`config.mk`:
```
export PLATFORM = sky130hd
export DESIGN_NAME = xbus_stretch_ctl
export DESIGN_NICKNAME = d
export VERILOG_FILES = /design/src/rtl/xbus_pkg.sv /design/src/rtl/xbus_opt_reg.sv /design/src/rtl/xbus_decode.sv /design/src/rtl/xbus_seq.sv /design/src/rtl/xbus_strobe.sv /design/src/rtl/xbus_stretch_ctl.sv
export SDC_FILE = /design/constraint.sdc
export NUM_CORES = 1
export LEC_CHECK = 0
export BUFFER_PORTS_ARGS = -buffer_cell sky130_fd_sc_hd__buf_2
export CAP_MARGIN = 20
export CELL_PAD_IN_SITES_DETAIL_PLACEMENT = 2
export CELL_PAD_IN_SITES_GLOBAL_PLACEMENT = 2
export CORE_ASPECT_RATIO = 0.9
export CORE_MARGIN = 2
export CORE_UTILIZATION = 25
export DETAILED_ROUTE_END_ITERATION = 8
export PLACE_DENSITY = 0.74
export SLEW_MARGIN = 20
export SYNTH_ARGS = -nofsm -noshare
export SYNTH_HDL_FRONTEND = slang
export SYNTH_SLANG_ARGS = --single-unit
```
`constraint.sdc`:
```
create_clock -name clk -period 2 [get_ports clk]
set_clock_uncertainty 0.1 [all_clocks]
set_input_delay 0.3 -clock clk [delete_from_list [all_inputs] [get_ports clk]]
set_output_delay 0.3 -clock clk [all_outputs]
set_load 0.03 [all_outputs]
```
`src/rtl/xbus_pkg.sv`:
```
package xbus_pkg;
  typedef enum logic [1:0] {
    MODE_SINGLE = 2'd0,
    MODE_EXPAND = 2'd1,
    MODE_BOOT   = 2'd2,
    MODE_TEST   = 2'd3
  } opmode_e;

  typedef enum logic [1:0] {
    SQ_IDLE = 2'd0,
    SQ_XTRA = 2'd1,
    SQ_MAIN = 2'd2
  } seq_e;

  localparam int OB_DRVHI  = 7;
  localparam int OB_ODRAIN = 6;
  localparam int OB_STRCH  = 5;
  localparam int OB_VIS    = 4;
  localparam int OB_LSBF   = 3;
  localparam int OB_RATE   = 2;

  function automatic logic bus_mode(input logic [1:0] m);
    return (m == MODE_EXPAND) || (m == MODE_TEST);
  endfunction
endpackage

```
`src/rtl/xbus_opt_reg.sv`:
```
module xbus_opt_reg
  import xbus_pkg::*;
#(
  parameter int          OFS_W = 6,
  parameter logic [5:0]  OPT_OFS = 6'h38
) (
  input  logic             clk,
  input  logic             rst,
  input  logic [1:0]       mode,
  input  logic             wr,
  input  logic [OFS_W-1:0] addr,
  input  logic [7:0]       wdata,
  output logic [7:0]       q,
  output logic             locked
);
  localparam logic [7:0] FREE_MASK = 8'b1110_1100;

  logic hit;
  logic test_m;
  assign hit    = wr && (addr == OFS_W'(OPT_OFS));
  assign test_m = (mode == MODE_TEST);

  always_ff @(posedge clk) begin
    if (rst) begin
      q      <= 8'h00;
      q[OB_VIS] <= test_m;
      locked <= 1'b0;
    end else if (hit) begin
      q <= (q & ~FREE_MASK) | (wdata & FREE_MASK);
      if (!locked || test_m) q[OB_VIS] <= wdata[OB_VIS];
      if (!test_m) locked <= 1'b1;
    end
  end
endmodule

```
`src/rtl/xbus_decode.sv`:
```
module xbus_decode
  import xbus_pkg::*;
#(
  parameter int          AW        = 16,
  parameter logic [15:0] RAM_BASE  = 16'h0000,
  parameter int          RAM_SIZE  = 1024,
  parameter logic [15:0] REGS_BASE = 16'h1000,
  parameter int          REGS_SIZE = 64
) (
  input  logic [1:0]    mode,
  input  logic [AW-1:0] addr,
  input  logic          rnw,
  input  logic          rom_low,
  input  logic          strch_en,
  input  logic          vis_en,
  output logic          offchip,
  output logic          stretch,
  output logic          vis_show
);
  localparam int NREG = 2;
  localparam int BW   = AW + 1;

  logic [NREG-1:0] in_reg;
  logic [AW-1:0]   base [NREG];
  logic [BW-1:0]   size [NREG];

  assign base[0] = AW'(RAM_BASE);
  assign size[0] = BW'(RAM_SIZE);
  assign base[1] = AW'(REGS_BASE);
  assign size[1] = BW'(REGS_SIZE);

  for (genvar i = 0; i < NREG; i++) begin : g_region
    logic [BW-1:0] lo;
    logic [BW-1:0] a;
    assign lo = {1'b0, base[i]};
    assign a  = {1'b0, addr};
    assign in_reg[i] = (a >= lo) && (a < lo + size[i]);
  end

  logic onchip;
  logic in_win;
  assign onchip   = |in_reg;
  assign offchip  = bus_mode(mode) && !onchip;
  assign in_win   = rom_low ? !addr[AW-1] : addr[AW-1];
  assign stretch  = offchip && strch_en && in_win;
  assign vis_show = bus_mode(mode) && onchip && rnw && vis_en;
endmodule

```
`src/rtl/xbus_seq.sv`:
```
module xbus_seq
  import xbus_pkg::*;
#(
  parameter int EPER   = 4,
  parameter int TICK_W = 16
) (
  input  logic              clk,
  input  logic              rst,
  input  logic              acc_valid,
  input  logic              dec_off,
  input  logic              dec_str,
  input  logic              dec_vis,
  input  logic              rnw,
  output logic              acc_ready,
  output logic              e_clk,
  output logic              ext_en,
  output logic              data_oe,
  output logic              core_wait,
  output logic [TICK_W-1:0] itick
);
  localparam int PW = (EPER > 1) ? $clog2(EPER) : 1;
  localparam logic [PW-1:0] PH_LAST = PW'(EPER - 1);
  localparam logic [PW-1:0] PH_HALF = PW'(EPER / 2);

  logic [PW-1:0] ph;
  logic          last;
  seq_e          st;
  logic          off_q, wr_q, vis_q;

  assign last = (ph == PH_LAST);

  always_ff @(posedge clk) begin
    if (rst) begin
      ph    <= '0;
      itick <= '0;
    end else begin
      ph    <= last ? '0 : ph + 1'b1;
      itick <= itick + 1'b1;
    end
  end

  always_ff @(posedge clk) begin
    if (rst) begin
      st    <= SQ_IDLE;
      off_q <= 1'b0;
      wr_q  <= 1'b0;
      vis_q <= 1'b0;
    end else if (last) begin
      unique case (st)
        SQ_IDLE: if (acc_valid) begin
          st    <= dec_str ? SQ_XTRA : SQ_MAIN;
          off_q <= dec_off;
          wr_q  <= !rnw;
          vis_q <= dec_vis;
        end
        SQ_XTRA: st <= SQ_MAIN;
        SQ_MAIN: st <= SQ_IDLE;
        default: st <= SQ_IDLE;
      endcase
    end
  end

  assign acc_ready = (st == SQ_MAIN) && last;
  assign core_wait = (st == SQ_XTRA);
  assign e_clk     = (st != SQ_XTRA) && (ph >= PH_HALF);
  assign ext_en    = (st != SQ_IDLE) && off_q;
  assign data_oe   = (st == SQ_MAIN) && ((off_q && wr_q) || vis_q);
endmodule

```
`src/rtl/xbus_strobe.sv`:
```
module xbus_strobe #(
  parameter int HI_CYC = 1
) (
  input  logic clk,
  input  logic rst,
  input  logic req,
  input  logic drive_en,
  output logic lo,
  output logic hi
);
  localparam int CW = $clog2(HI_CYC + 1);
  logic [CW-1:0] cnt;

  always_ff @(posedge clk) begin
    if (rst) begin
      lo  <= 1'b0;
      cnt <= '0;
    end else begin
      lo <= req;
      if (lo && drive_en)  cnt <= CW'(HI_CYC);
      else if (cnt != '0)  cnt <= cnt - 1'b1;
    end
  end

  assign hi = (cnt != '0);
endmodule

```
`src/rtl/xbus_stretch_ctl.sv`:
```
module xbus_stretch_ctl
  import xbus_pkg::*;
#(
  parameter int          EPER      = 4,
  parameter int          TICK_W    = 16,
  parameter int          AW        = 16,
  parameter int          OFS_W     = 6,
  parameter logic [5:0]  OPT_OFS   = 6'h38,
  parameter logic [15:0] RAM_BASE  = 16'h0000,
  parameter int          RAM_SIZE  = 1024,
  parameter logic [15:0] REGS_BASE = 16'h1000,
  parameter int          REGS_SIZE = 64
) (
  input  logic              clk,
  input  logic              rst,
  input  logic [1:0]        mode,
  input  logic              reg_wr,
  input  logic [OFS_W-1:0]  reg_addr,
  input  logic [7:0]        reg_wdata,
  output logic [7:0]        opt_q,
  input  logic              rom_low,
  input  logic              acc_valid,
  output logic              acc_ready,
  input  logic [AW-1:0]     acc_addr,
  input  logic              acc_rnw,
  input  logic              fetch_req,
  output logic              fetch_lo,
  output logic              fetch_hi,
  output logic              e_clk,
  output logic              ext_en,
  output logic              data_oe,
  output logic              core_wait,
  output logic [TICK_W-1:0] itick
);
  localparam int HI_CYC = (EPER / 4 > 0) ? EPER / 4 : 1;

  logic vis_locked;
  logic dec_off, dec_str, dec_vis;
  logic drv_hi_en;

  xbus_opt_reg #(.OFS_W(OFS_W), .OPT_OFS(OPT_OFS)) u_reg (
    .clk(clk), .rst(rst), .mode(mode), .wr(reg_wr), .addr(reg_addr),
    .wdata(reg_wdata), .q(opt_q), .locked(vis_locked)
  );

  xbus_decode #(
    .AW(AW), .RAM_BASE(RAM_BASE), .RAM_SIZE(RAM_SIZE),
    .REGS_BASE(REGS_BASE), .REGS_SIZE(REGS_SIZE)
  ) u_dec (
    .mode(mode), .addr(acc_addr), .rnw(acc_rnw), .rom_low(rom_low),
    .strch_en(opt_q[OB_STRCH]), .vis_en(opt_q[OB_VIS]),
    .offchip(dec_off), .stretch(dec_str), .vis_show(dec_vis)
  );

  xbus_seq #(.EPER(EPER), .TICK_W(TICK_W)) u_seq (
    .clk(clk), .rst(rst), .acc_valid(acc_valid), .dec_off(dec_off),
    .dec_str(dec_str), .dec_vis(dec_vis), .rnw(acc_rnw),
    .acc_ready(acc_ready), .e_clk(e_clk), .ext_en(ext_en),
    .data_oe(data_oe), .core_wait(core_wait), .itick(itick)
  );

  assign drv_hi_en = opt_q[OB_DRVHI] && bus_mode(mode);

  xbus_strobe #(.HI_CYC(HI_CYC)) u_stb (
    .clk(clk), .rst(rst), .req(fetch_req), .drive_en(drv_hi_en),
    .lo(fetch_lo), .hi(fetch_hi)
  );
endmodule

```
==> impl_results.html, run 1 <==
<table>
<tr><th>Metric</th><th>Value</th></tr>
<tr><th colspan="2">Synth</th></tr>
<tr><td>Seq/Total Area, Yosys</td><td>a little under half</td></tr>
<tr><td>Synth top area share</td><td>between 40% and 50%</td></tr>
<tr><td>Share of async-settable or async-resettable flops after synthesis</td><td>0%</td></tr>
<tr><td>Count of cell types in the netlist</td><td>35</td></tr>
<tr><td>Number of enable-type register cells in the synthesized netlist</td><td>1</td></tr>
<tr><td>Count of warnings emitted by yosys</td><td>0</td></tr>
<tr><td>Library cell occupying the most area in the post-synthesis netlist</td><td>dfxtp_1</td></tr>
<tr><td>Cell count after synthesis</td><td>between 150 and 200</td></tr>
<tr><td>Predominant post-synthesis flop cell</td><td>dfxtp_1</td></tr>
<tr><td>Syn avg cell area</td><td>9.19 um2</td></tr>
<tr><td>Synthesized flop and latch total</td><td>32</td></tr>
<tr><td>Combined area of all synthesized cells</td><td>1430 um2</td></tr>
<tr><td>Cell types occupying the most area after synthesis</td><td>dfxtp_1 (43%), nor2_1 (7.1%), xor2_1 (4.9%)</td></tr>
<tr><th colspan="2">Timing</th></tr>
<tr><td>Worst hold slack</td><td>0.116 ns</td></tr>
<tr><td>Setup repair after global routing missed its margin</td><td>false</td></tr>
<tr><td>Final setup violating endpoints</td><td>0</td></tr>
<tr><td>Maximum clock frequency</td><td>0.592 GHz</td></tr>
<tr><td>Slew Limit Headroom</td><td>65.3%</td></tr>
<tr><td>Final Cycle Share</td><td>84.5%</td></tr>
<tr><td>Number of max-slew violations in the final report</td><td>0</td></tr>
<tr><td>Transition at the pin with the smallest max-transition slack</td><td>about 0.5 ns</td></tr>
<tr><td>Total negative setup slack</td><td>0 ns</td></tr>
<tr><td>Hold violation total from the final report</td><td>0</td></tr>
<tr><td>Time the final worst path needs with I/O delays and setup</td><td>1.69 ns</td></tr>
<tr><th colspan="2">Critical path</th></tr>
<tr><td>Type of destination of the critical path</td><td>output port</td></tr>
<tr><td>Critical path start-end classification</td><td>reg -&gt; out</td></tr>
<tr><td>Critical Path Source Type</td><td>register</td></tr>
<tr><td>Worst Path Arrival</td><td>around 1.3 ns</td></tr>
<tr><td>Required time at the worst-slack endpoint</td><td>1.60 ns</td></tr>
<tr><td>Top fanout value on the critical path</td><td>7</td></tr>
<tr><th colspan="2">Finish</th></tr>
<tr><td>Final core utilization</td><td>around 34%</td></tr>
<tr><td>Filler instances</td><td>656</td></tr>
<tr><td>Most used cells in the layout excluding fill and tap cells</td><td>buf_2 (59), dfxtp_1 (31), nor2_1 (27)</td></tr>
<tr><td>Most frequent standard cell in the layout excluding fill and tap cells</td><td>buf_2</td></tr>
<tr><td>Area used by multi-input combinational logic</td><td>731 um2</td></tr>
<tr><td>Storage cell area</td><td>651 um2</td></tr>
<tr><td>Post-layout net count</td><td>259</td></tr>
<tr><td>Inserted Diodes</td><td>0</td></tr>
<tr><td>Proportion of layout cells with a drive suffix above 1</td><td>roughly a third</td></tr>
<tr><td>Area added between synthesis and finish</td><td>34.6%</td></tr>
<tr><th colspan="2">Die</th></tr>
<tr><td>Horizontal extent of the die</td><td>83.8 um</td></tr>
<tr><td>Initial core utilization</td><td>between 20% and 30%</td></tr>
<tr><td>Placeable core region</td><td>5600 um2</td></tr>
<tr><td>Die height</td><td>roughly 76 um</td></tr>
<tr><td>I/O pin count</td><td>70</td></tr>
<tr><td>Floorplan die area</td><td>6360 um2</td></tr>
<tr><td>Number of rows created at floorplan</td><td>26</td></tr>
<tr><th colspan="2">Routing</th></tr>
<tr><td>Remaining antenna violation count after routing</td><td>0</td></tr>
<tr><td>Post-route DRC</td><td>0</td></tr>
<tr><td>Wire per inst</td><td>~13 um</td></tr>
<tr><td>Routed wire length</td><td>3.88 mm</td></tr>
<tr><td>Total number of vias</td><td>1329</td></tr>
<tr><td>Routed via count divided by cell count</td><td>between 4 and 5</td></tr>
<tr><td>First-pass detailed-route iteration total</td><td>3</td></tr>
<tr><td>Detailed router's first-iteration violation count</td><td>20</td></tr>
<tr><th colspan="2">Outcome</th></tr>
<tr><td>Result of the run</td><td>completed</td></tr>
<tr><th colspan="2">Placed design</th></tr>
<tr><td>Input/output buffers</td><td>59</td></tr>
<tr><td>Routability congestion estimate from global placement</td><td>0.697</td></tr>
<tr><td>Post-detail-place hpwl</td><td>around 3 mm</td></tr>
<tr><th colspan="2">Pwr</th></tr>
<tr><td>Clock network power share</td><td>45.2%</td></tr>
<tr><td>Sequential share of power</td><td>45.2%</td></tr>
<tr><td>Leakage power figure</td><td>0.838 nW</td></tr>
<tr><td>Sw Ratio</td><td>a little under a quarter</td></tr>
<tr><td>Comb pwr share</td><td>9.6%</td></tr>
<tr><td>Switching component of the power</td><td>0.338 mW</td></tr>
<tr><td>Power Internal</td><td>roughly 1.2 mW</td></tr>
<tr><td>Maximum VDD drop</td><td>352 uV</td></tr>
<tr><td>PwrDens</td><td>774 nW/um2</td></tr>
<tr><th colspan="2">Clock tree</th></tr>
<tr><td>Maximum root-to-sink buffer count</td><td>2</td></tr>
<tr><td>Number of buffers inserted during clock tree synthesis</td><td>5</td></tr>
<tr><td>Skew-Pair Late Insertion Delay</td><td>0.28 ns</td></tr>
<tr><td>Sink Count</td><td>32</td></tr>
<tr><td>Clock input transition at the sequential cells of the worst setup and hold paths</td><td>about 0.060 ns</td></tr>
<tr><td>Post_cts resized</td><td>0</td></tr>
<tr><td>Post-CTS Setup Repair Bufs</td><td>0</td></tr>
<tr><td>Clock tree from TritonCTS</td><td>built</td></tr>
<tr><td>CTS H-Tree Depth</td><td>2</td></tr>
<tr><td>CTS root buffer</td><td>clkbuf_8</td></tr>
<tr><td>Hold-fix buffer count after cts</td><td>0</td></tr>
<tr><th colspan="2">Global routing</th></tr>
<tr><td>Total congestion overflow</td><td>0</td></tr>
<tr><td>Via count of the first global-routing pass</td><td>1328</td></tr>
<tr><td>Initial antenna violation count</td><td>0</td></tr>
<tr><td>Total track usage</td><td>13.2%</td></tr>
<tr><td>Pin count of the biggest net entering global routing</td><td>19</td></tr>
<tr><td>Global-route wire length before repair</td><td>between 6 and 7 mm</td></tr>
<tr><th colspan="2">Min path</th></tr>
<tr><td>Classification of the worst-slack hold path</td><td>in -&gt; reg</td></tr>
<tr><th colspan="2">Run</th></tr>
<tr><td>Count of maximum capacitance violations</td><td>0</td></tr>
</table>
[metrics by stage]
stage                     area (um2)  worst slack, ns  power, mW  cells
after global routing            1930            0.197       1.58    288
after global placement          1800            0.258      0.832    280
after detailed placement        1800            0.238      0.837    280
after CTS                       1930            0.274       1.53    288
after floorplan                 1440            0.426      0.775    157
final                           1930            0.310       1.49    288
[synth_stat cells (all sizes together) (4+ instances only)]
cell / n
a21oi: 6
clkbuf: 4
nor2: 27
nor2b: 4
nand2: 8
buf: 4
xor2: 8
nand3: 7
nand4: 8
mux2i: 5
dfxtp: 31
xnor2: 6
[worst max-delay path, cell delays in order (launching register included)]
cell and delay [ns]:
dfxtp_1 0.36, ha_1 0.29, and3_1 0.18, buf_2 0.19
[path summary, 6_finish.rpt]
path	start	endpoint	slack [ns]	cells past startpoint
worst max-delay path	u_seq.ph[0]$_SDFF_PP0_	acc_ready	0.31	3
worst max register to register	u_seq.itick[4]$_SDFF_PP0_	u_seq.itick[15]$_SDFF_PP0_	0.51	4
worst min-delay path	acc_rnw	u_seq.wr_q$_SDFFE_PP0P_	0.12	2
worst min register to register	u_seq.ph[0]$_SDFF_PP0_	u_seq.ph[0]$_SDFF_PP0_	0.37	1
[per-layer routing]
layer	routed length, um	global-route usage, %	part of all wire, %	vias up
met5	0	0	0	-
met3	131	3.47	3.4	4
li1	-	-	-	662
met2	1870	22.2	48	22
met4	51	5.91	1.3	0
met1	1830	16.1	47	641
[power groups by stage]
stage	sequential [mW]	combinational, mW	clock [mW]
after CTS	0.675	0.148	0.709
final	0.675	0.144	0.675
after global placement	0.689	0.143	0
after floorplan	0.698	0.0772	0
after detailed placement	0.690	0.147	0
after global routing	0.678	0.161	0.737
[layout make-up]
| type | count | share of cell area, % |
|---|---|---|
| Multi-Input combinational cell | 114 | 37.9 |
| Sequential cell | 32 | 33.7 |
| Timing Repair Buffer | 61 | 16.7 |
| Clock buffer | 7 | 4.99 |
| Tap cell | 70 | 4.54 |
| Clock inverter | 1 | 1.56 |
| Inverter | 3 | 0.584 |
[cells by family (layout without fill, tap and decap cells)]
family | after synthesis | count (layout) | synth area share [%]
adders and majority gates | 3 | 3 | 2.62
DFF | 32 | 32 | 45.4
buffers and inverters | 11 | 72 | 3.93
xor gates and xnor gates | 14 | 14 | 8.55
and+or+nand+nor | 75 | 75 | 28.7
muxes | 5 | 5 | 3.49
other | 1 | 2 | 0.262
AOI/OAI and AO/OA | 15 | 15 | 7.07
[state kept, by name (all words and copies together), names as in the netlist]
register	flops
u_seq.wr_q	1
u_reg.q	6
u_seq.ph	2
u_stb.lo	1
u_seq.vis_q	1
u_stb.hi	1
u_seq.itick	16
u_seq.off_q	1
u_reg.locked	1
u_seq.st	2
(Power assumes the default switching activity.)
==> run 2: changes to the inputs <==
Settings changed: ABC_AREA set to 1, CORE_UTILIZATION 25 to 21, PLACE_DENSITY 0.74 to 0.7.
Clock period 2 ns to 1.4 ns, I/O delays scaled along.
==> run 2 against run 1 <==
Against the previous run: the run now ends with setup timing left; clock-buffer cell count is 1 lower; worst setup slack worse by 0.35 ns; sequential power is 43% higher; sequential share of layout area is 3.9 points lower; final area is 17% higher; register-to-register slack worse by 0.46 ns; synthesized area is 8.6% higher; critical endpoint is now e_clk; largest cell class unchanged.
==> impl_results.html, run 2 <==
<table>
<tr><th>Metric</th><th>Value</th></tr>
<tr><th colspan="2">Outcome</th></tr>
<tr><td>Result of the run</td><td>complete, but fails checks</td></tr>
<tr><td>Violated checks</td><td>setup timing</td></tr>
<tr><th colspan="2">Routing</th></tr>
<tr><td>Routed via count divided by cell count</td><td>about 4.3</td></tr>
<tr><td>Remaining antenna violation count after routing</td><td>0</td></tr>
<tr><td>Post-route DRC</td><td>0</td></tr>
<tr><td>Detailed router's first-iteration violation count</td><td>26</td></tr>
<tr><td>Total number of vias</td><td>1692</td></tr>
<tr><td>Wire per inst</td><td>12.4 um</td></tr>
<tr><td>Routed wire length</td><td>just under 5 mm</td></tr>
<tr><td>First-pass detailed-route iteration total</td><td>4</td></tr>
<tr><th colspan="2">Finish</th></tr>
<tr><td>Flip-flop count of the largest register after layout</td><td>16</td></tr>
<tr><td>Most frequent standard cell in the layout excluding fill and tap cells</td><td>buf_2</td></tr>
<tr><td>Largest Register</td><td>u_seq.itick</td></tr>
<tr><td>Non-filler cells in the finished layout</td><td>396</td></tr>
<tr><td>Post-layout net count</td><td>approximately 340</td></tr>
<tr><td>Largest registers in the final layout</td><td>u_seq.itick (16), u_reg.q (6)</td></tr>
<tr><td>Final instance area</td><td>2260 um2</td></tr>
<tr><td>Storage cell area</td><td>672 um2</td></tr>
<tr><td>Inserted Diodes</td><td>0</td></tr>
<tr><td>Most used cells in the layout excluding fill and tap cells</td><td>buf_2 (55), nand2_1 (46), nor2_1 (42)</td></tr>
<tr><td>Area added between synthesis and finish</td><td>44.8%</td></tr>
<tr><td>Proportion of layout cells with a drive suffix above 1</td><td>between 30% and 40%</td></tr>
<tr><td>Filler instances</td><td>a little under 900</td></tr>
<tr><td>Area used by multi-input combinational logic</td><td>852 um2</td></tr>
<tr><th colspan="2">Synth</th></tr>
<tr><td>Predominant post-synthesis flop cell</td><td>dfxtp_1</td></tr>
<tr><td>Top cell types by occurrence after synthesis</td><td>nand2_1 (48), nor2_1 (47), dfxtp_1 (31)</td></tr>
<tr><td>Seq/Total Area, Yosys</td><td>41.8%</td></tr>
<tr><td>Library cell occupying the most area in the post-synthesis netlist</td><td>dfxtp_1</td></tr>
<tr><td>Synth top area share</td><td>39.8%</td></tr>
<tr><td>Share of async-settable or async-resettable flops after synthesis</td><td>0%</td></tr>
<tr><td>Cell count after synthesis</td><td>229</td></tr>
<tr><td>Most frequent cell after synthesis</td><td>nand2_1</td></tr>
<tr><td>Count of cell types in the netlist</td><td>28</td></tr>
<tr><td>Cell types occupying the most area after synthesis</td><td>dfxtp_1 (40%), nand2_1 (12%), nor2_1 (11%)</td></tr>
<tr><td>Count of warnings emitted by yosys</td><td>0</td></tr>
<tr><td>Syn avg cell area</td><td>6.80 um2</td></tr>
<tr><td>Number of enable-type register cells in the synthesized netlist</td><td>1</td></tr>
<tr><td>Combined area of all synthesized cells</td><td>around 1600 um2</td></tr>
<tr><td>Synthesized flop and latch total</td><td>32</td></tr>
<tr><th colspan="2">Critical path</th></tr>
<tr><td>Worst flop-to-flop path endpoint</td><td>u_seq.itick[10]$_SDFF_PP0_</td></tr>
<tr><td>Endpoint of the worst setup timing path</td><td>e_clk</td></tr>
<tr><td>Top fanout value on the critical path</td><td>3</td></tr>
<tr><td>Worst reg-to-reg setup slack</td><td>0.05 ns</td></tr>
<tr><td>Worst reg2reg startpoint</td><td>u_seq.itick[1]$_SDFF_PP0_</td></tr>
<tr><td>Required time at the worst-slack endpoint</td><td>1.09 ns</td></tr>
<tr><td>Count of cells along the worst register-to-register path</td><td>6</td></tr>
<tr><td>Critical path start-end classification</td><td>reg -&gt; out</td></tr>
<tr><td>Worst Path Arrival</td><td>1.13 ns</td></tr>
<tr><td>Critical Path Source Type</td><td>register</td></tr>
<tr><td>Critical path origin</td><td>u_seq.ph[0]$_SDFF_PP0_</td></tr>
<tr><td>Type of destination of the critical path</td><td>output port</td></tr>
<tr><th colspan="2">Die</th></tr>
<tr><td>Die height</td><td>85.7 um</td></tr>
<tr><td>Floorplan die area</td><td>between 8000 and 9000 um2</td></tr>
<tr><td>Number of rows created at floorplan</td><td>29</td></tr>
<tr><td>Initial core utilization</td><td>21.9%</td></tr>
<tr><td>I/O pin count</td><td>70</td></tr>
<tr><td>Horizontal extent of the die</td><td>between 90 and 100 um</td></tr>
<tr><td>Placeable core region</td><td>7110 um2</td></tr>
<tr><th colspan="2">Placed design</th></tr>
<tr><td>Number of cells in the design after placement</td><td>382</td></tr>
<tr><td>Input/output buffers</td><td>59</td></tr>
<tr><td>Routability congestion estimate from global placement</td><td>0.729</td></tr>
<tr><td>Post-detail-place hpwl</td><td>3.78 mm</td></tr>
<tr><td>Placed Instance Area</td><td>between 1500 and 2000 um2</td></tr>
<tr><th colspan="2">Pwr</th></tr>
<tr><td>Leakage power figure</td><td>1.07 nW</td></tr>
<tr><td>PwrDens</td><td>867 nW/um2</td></tr>
<tr><td>Maximum VDD drop</td><td>around 330 uV</td></tr>
<tr><th colspan="2">Timing</th></tr>
<tr><td>Final setup violating endpoints</td><td>2</td></tr>
<tr><td>Maximum clock frequency</td><td>0.694 GHz</td></tr>
<tr><td>Fin worst setup slack</td><td>-0.0401 ns</td></tr>
<tr><td>Setup repair after global routing missed its margin</td><td>true</td></tr>
<tr><td>Final Cycle Share</td><td>103%</td></tr>
<tr><td>Worst hold slack</td><td>0.0169 ns</td></tr>
<tr><td>Hold violation total from the final report</td><td>0</td></tr>
<tr><td>Time the final worst path needs with I/O delays and setup</td><td>1.44 ns</td></tr>
<tr><td>Number of max-slew violations in the final report</td><td>0</td></tr>
<tr><th colspan="2">Min path</th></tr>
<tr><td>Classification of the worst-slack hold path</td><td>in -&gt; reg</td></tr>
<tr><th colspan="2">Global routing</th></tr>
<tr><td>Via count of the first global-routing pass</td><td>1700</td></tr>
<tr><td>Total congestion overflow</td><td>0</td></tr>
<tr><td>Initial antenna violation count</td><td>0</td></tr>
<tr><td>Global-route wire length before repair</td><td>8.01 mm</td></tr>
<tr><td>Total track usage</td><td>12.5%</td></tr>
<tr><td>Pin count of the biggest net entering global routing</td><td>18</td></tr>
<tr><th colspan="2">Clock tree</th></tr>
<tr><td>Hold-fix buffer count after cts</td><td>0</td></tr>
<tr><td>Skew-Pair Late Insertion Delay</td><td>0.28 ns</td></tr>
<tr><td>Clock tree from TritonCTS</td><td>built</td></tr>
<tr><td>Sink Count</td><td>32</td></tr>
<tr><td>Number of buffers inserted during clock tree synthesis</td><td>5</td></tr>
<tr><td>Clock input transition at the sequential cells of the worst setup and hold paths</td><td>0.07 ns</td></tr>
<tr><td>CTS root buffer</td><td>clkbuf_8</td></tr>
<tr><td>CTS H-Tree Depth</td><td>2</td></tr>
<tr><td>Maximum root-to-sink buffer count</td><td>2</td></tr>
<tr><th colspan="2">Run</th></tr>
<tr><td>Count of maximum capacitance violations</td><td>0</td></tr>
</table>
## run 2: cell types whose count changed in the layout (fill, tap and decap cells not counted), sizes merged, moves of 5 or more
cell,before,now
a21oi,6,14
nor2,27,53
nand3,7,13
nand2,8,52
inv,3,30
o21ai,3,10
mux2i,5,0
xor2,8,1
buf,61,71
## run 2: repair_timing
action | in CTS | in global routing
resized for setup | 14 | 23
setup buffers | 4 | 2
setup endpoints to repair | 7 | 15
pin swaps | 6 | 10
## run 2: report_power, final
part,internal [mW],switching [mW]
registers,0.938,0.0279
logic,0.105,0.140
clock network,0.392,0.353
total,1.44,0.521
## run 2: per-stage QoR
stage | utilization [%] | power, mW | setup WS (ns) | TNS (ns)
4_1_cts | 30.3 | 1.98 | -0.0706 | -0.112
5_1_grt | 31.7 | 2.08 | -0.0951 | -0.288
6_report | 31.7 | 1.96 | -0.0401 | -0.0578
3_3_place_gp | 28.0 | 1.18 | 0.0604 | 0
2_1_floorplan | - | 1.10 | 0.00316 | 0
3_5_place_dp | 28.0 | 1.19 | -0.0371 | -0.0543
## run 2: worst max-delay path, cell delays in order (launching register included)
cell and delay (ns):
dfxtp_4 0.37, inv_2 0.05, ha_4 0.15, nor2_2 0.09, nor2_1 0.05, buf_4 0.16
## run 2: logic make-up (layout without fill, tap and decap cells)
logic type | Yosys count | count (layout) | share of synthesized area, %
DFF | 32 | 32 | 41.8
other | 1 | 2 | 0.241
xor gates and xnor gates | 3 | 3 | 1.69
buffers and inverters | 37 | 110 | 10.0
adders and majority gates | 3 | 3 | 2.41
and+or+nand+nor | 127 | 127 | 35.2
AOI/OAI and AO/OA | 26 | 26 | 8.67
## run 2: how the worst min path moves through the flow
| stage | startpoint | end | slack, ns | cells past startpoint |
|---|---|---|---|---|
| global placement | acc_rnw | u_seq.wr_q$_SDFFE_PP0P_ | 0.31 | 2 |
| detailed placement | acc_rnw | u_seq.wr_q$_SDFFE_PP0P_ | 0.32 | 2 |
| global route | acc_rnw | u_seq.wr_q$_SDFFE_PP0P_ | 0.003 | 2 |
| finish | acc_rnw | u_seq.wr_q$_SDFFE_PP0P_ | 0.02 | 2 |
| floorplan | acc_rnw | u_seq.wr_q$_SDFFE_PP0P_ | 0.20 | 1 |
| CTS | acc_rnw | u_seq.wr_q$_SDFFE_PP0P_ | 0.01 | 2 |
## run 2: layer usage
layer / wire [um] / global-route usage, % / share of wire [%]
met3: 182 / 2.20 / 3.7
met1: 2380 / 16.8 / 49
met4: 61 / 4.35 / 1.2
met2: 2270 / 20.2 / 46
met5: 0 / 0 / 0
## run 2: layout make-up
type / instances / share of cell area (%)
multi-input cells: 161 / 37.8
flip-flops and latches: 32 / 29.8
repair buffers: 72 / 18.2
well taps: 93 / 5.16
inverters: 30 / 4.99
clock buffers: 6 / 3.66
clock inverters: 2 / 0.444
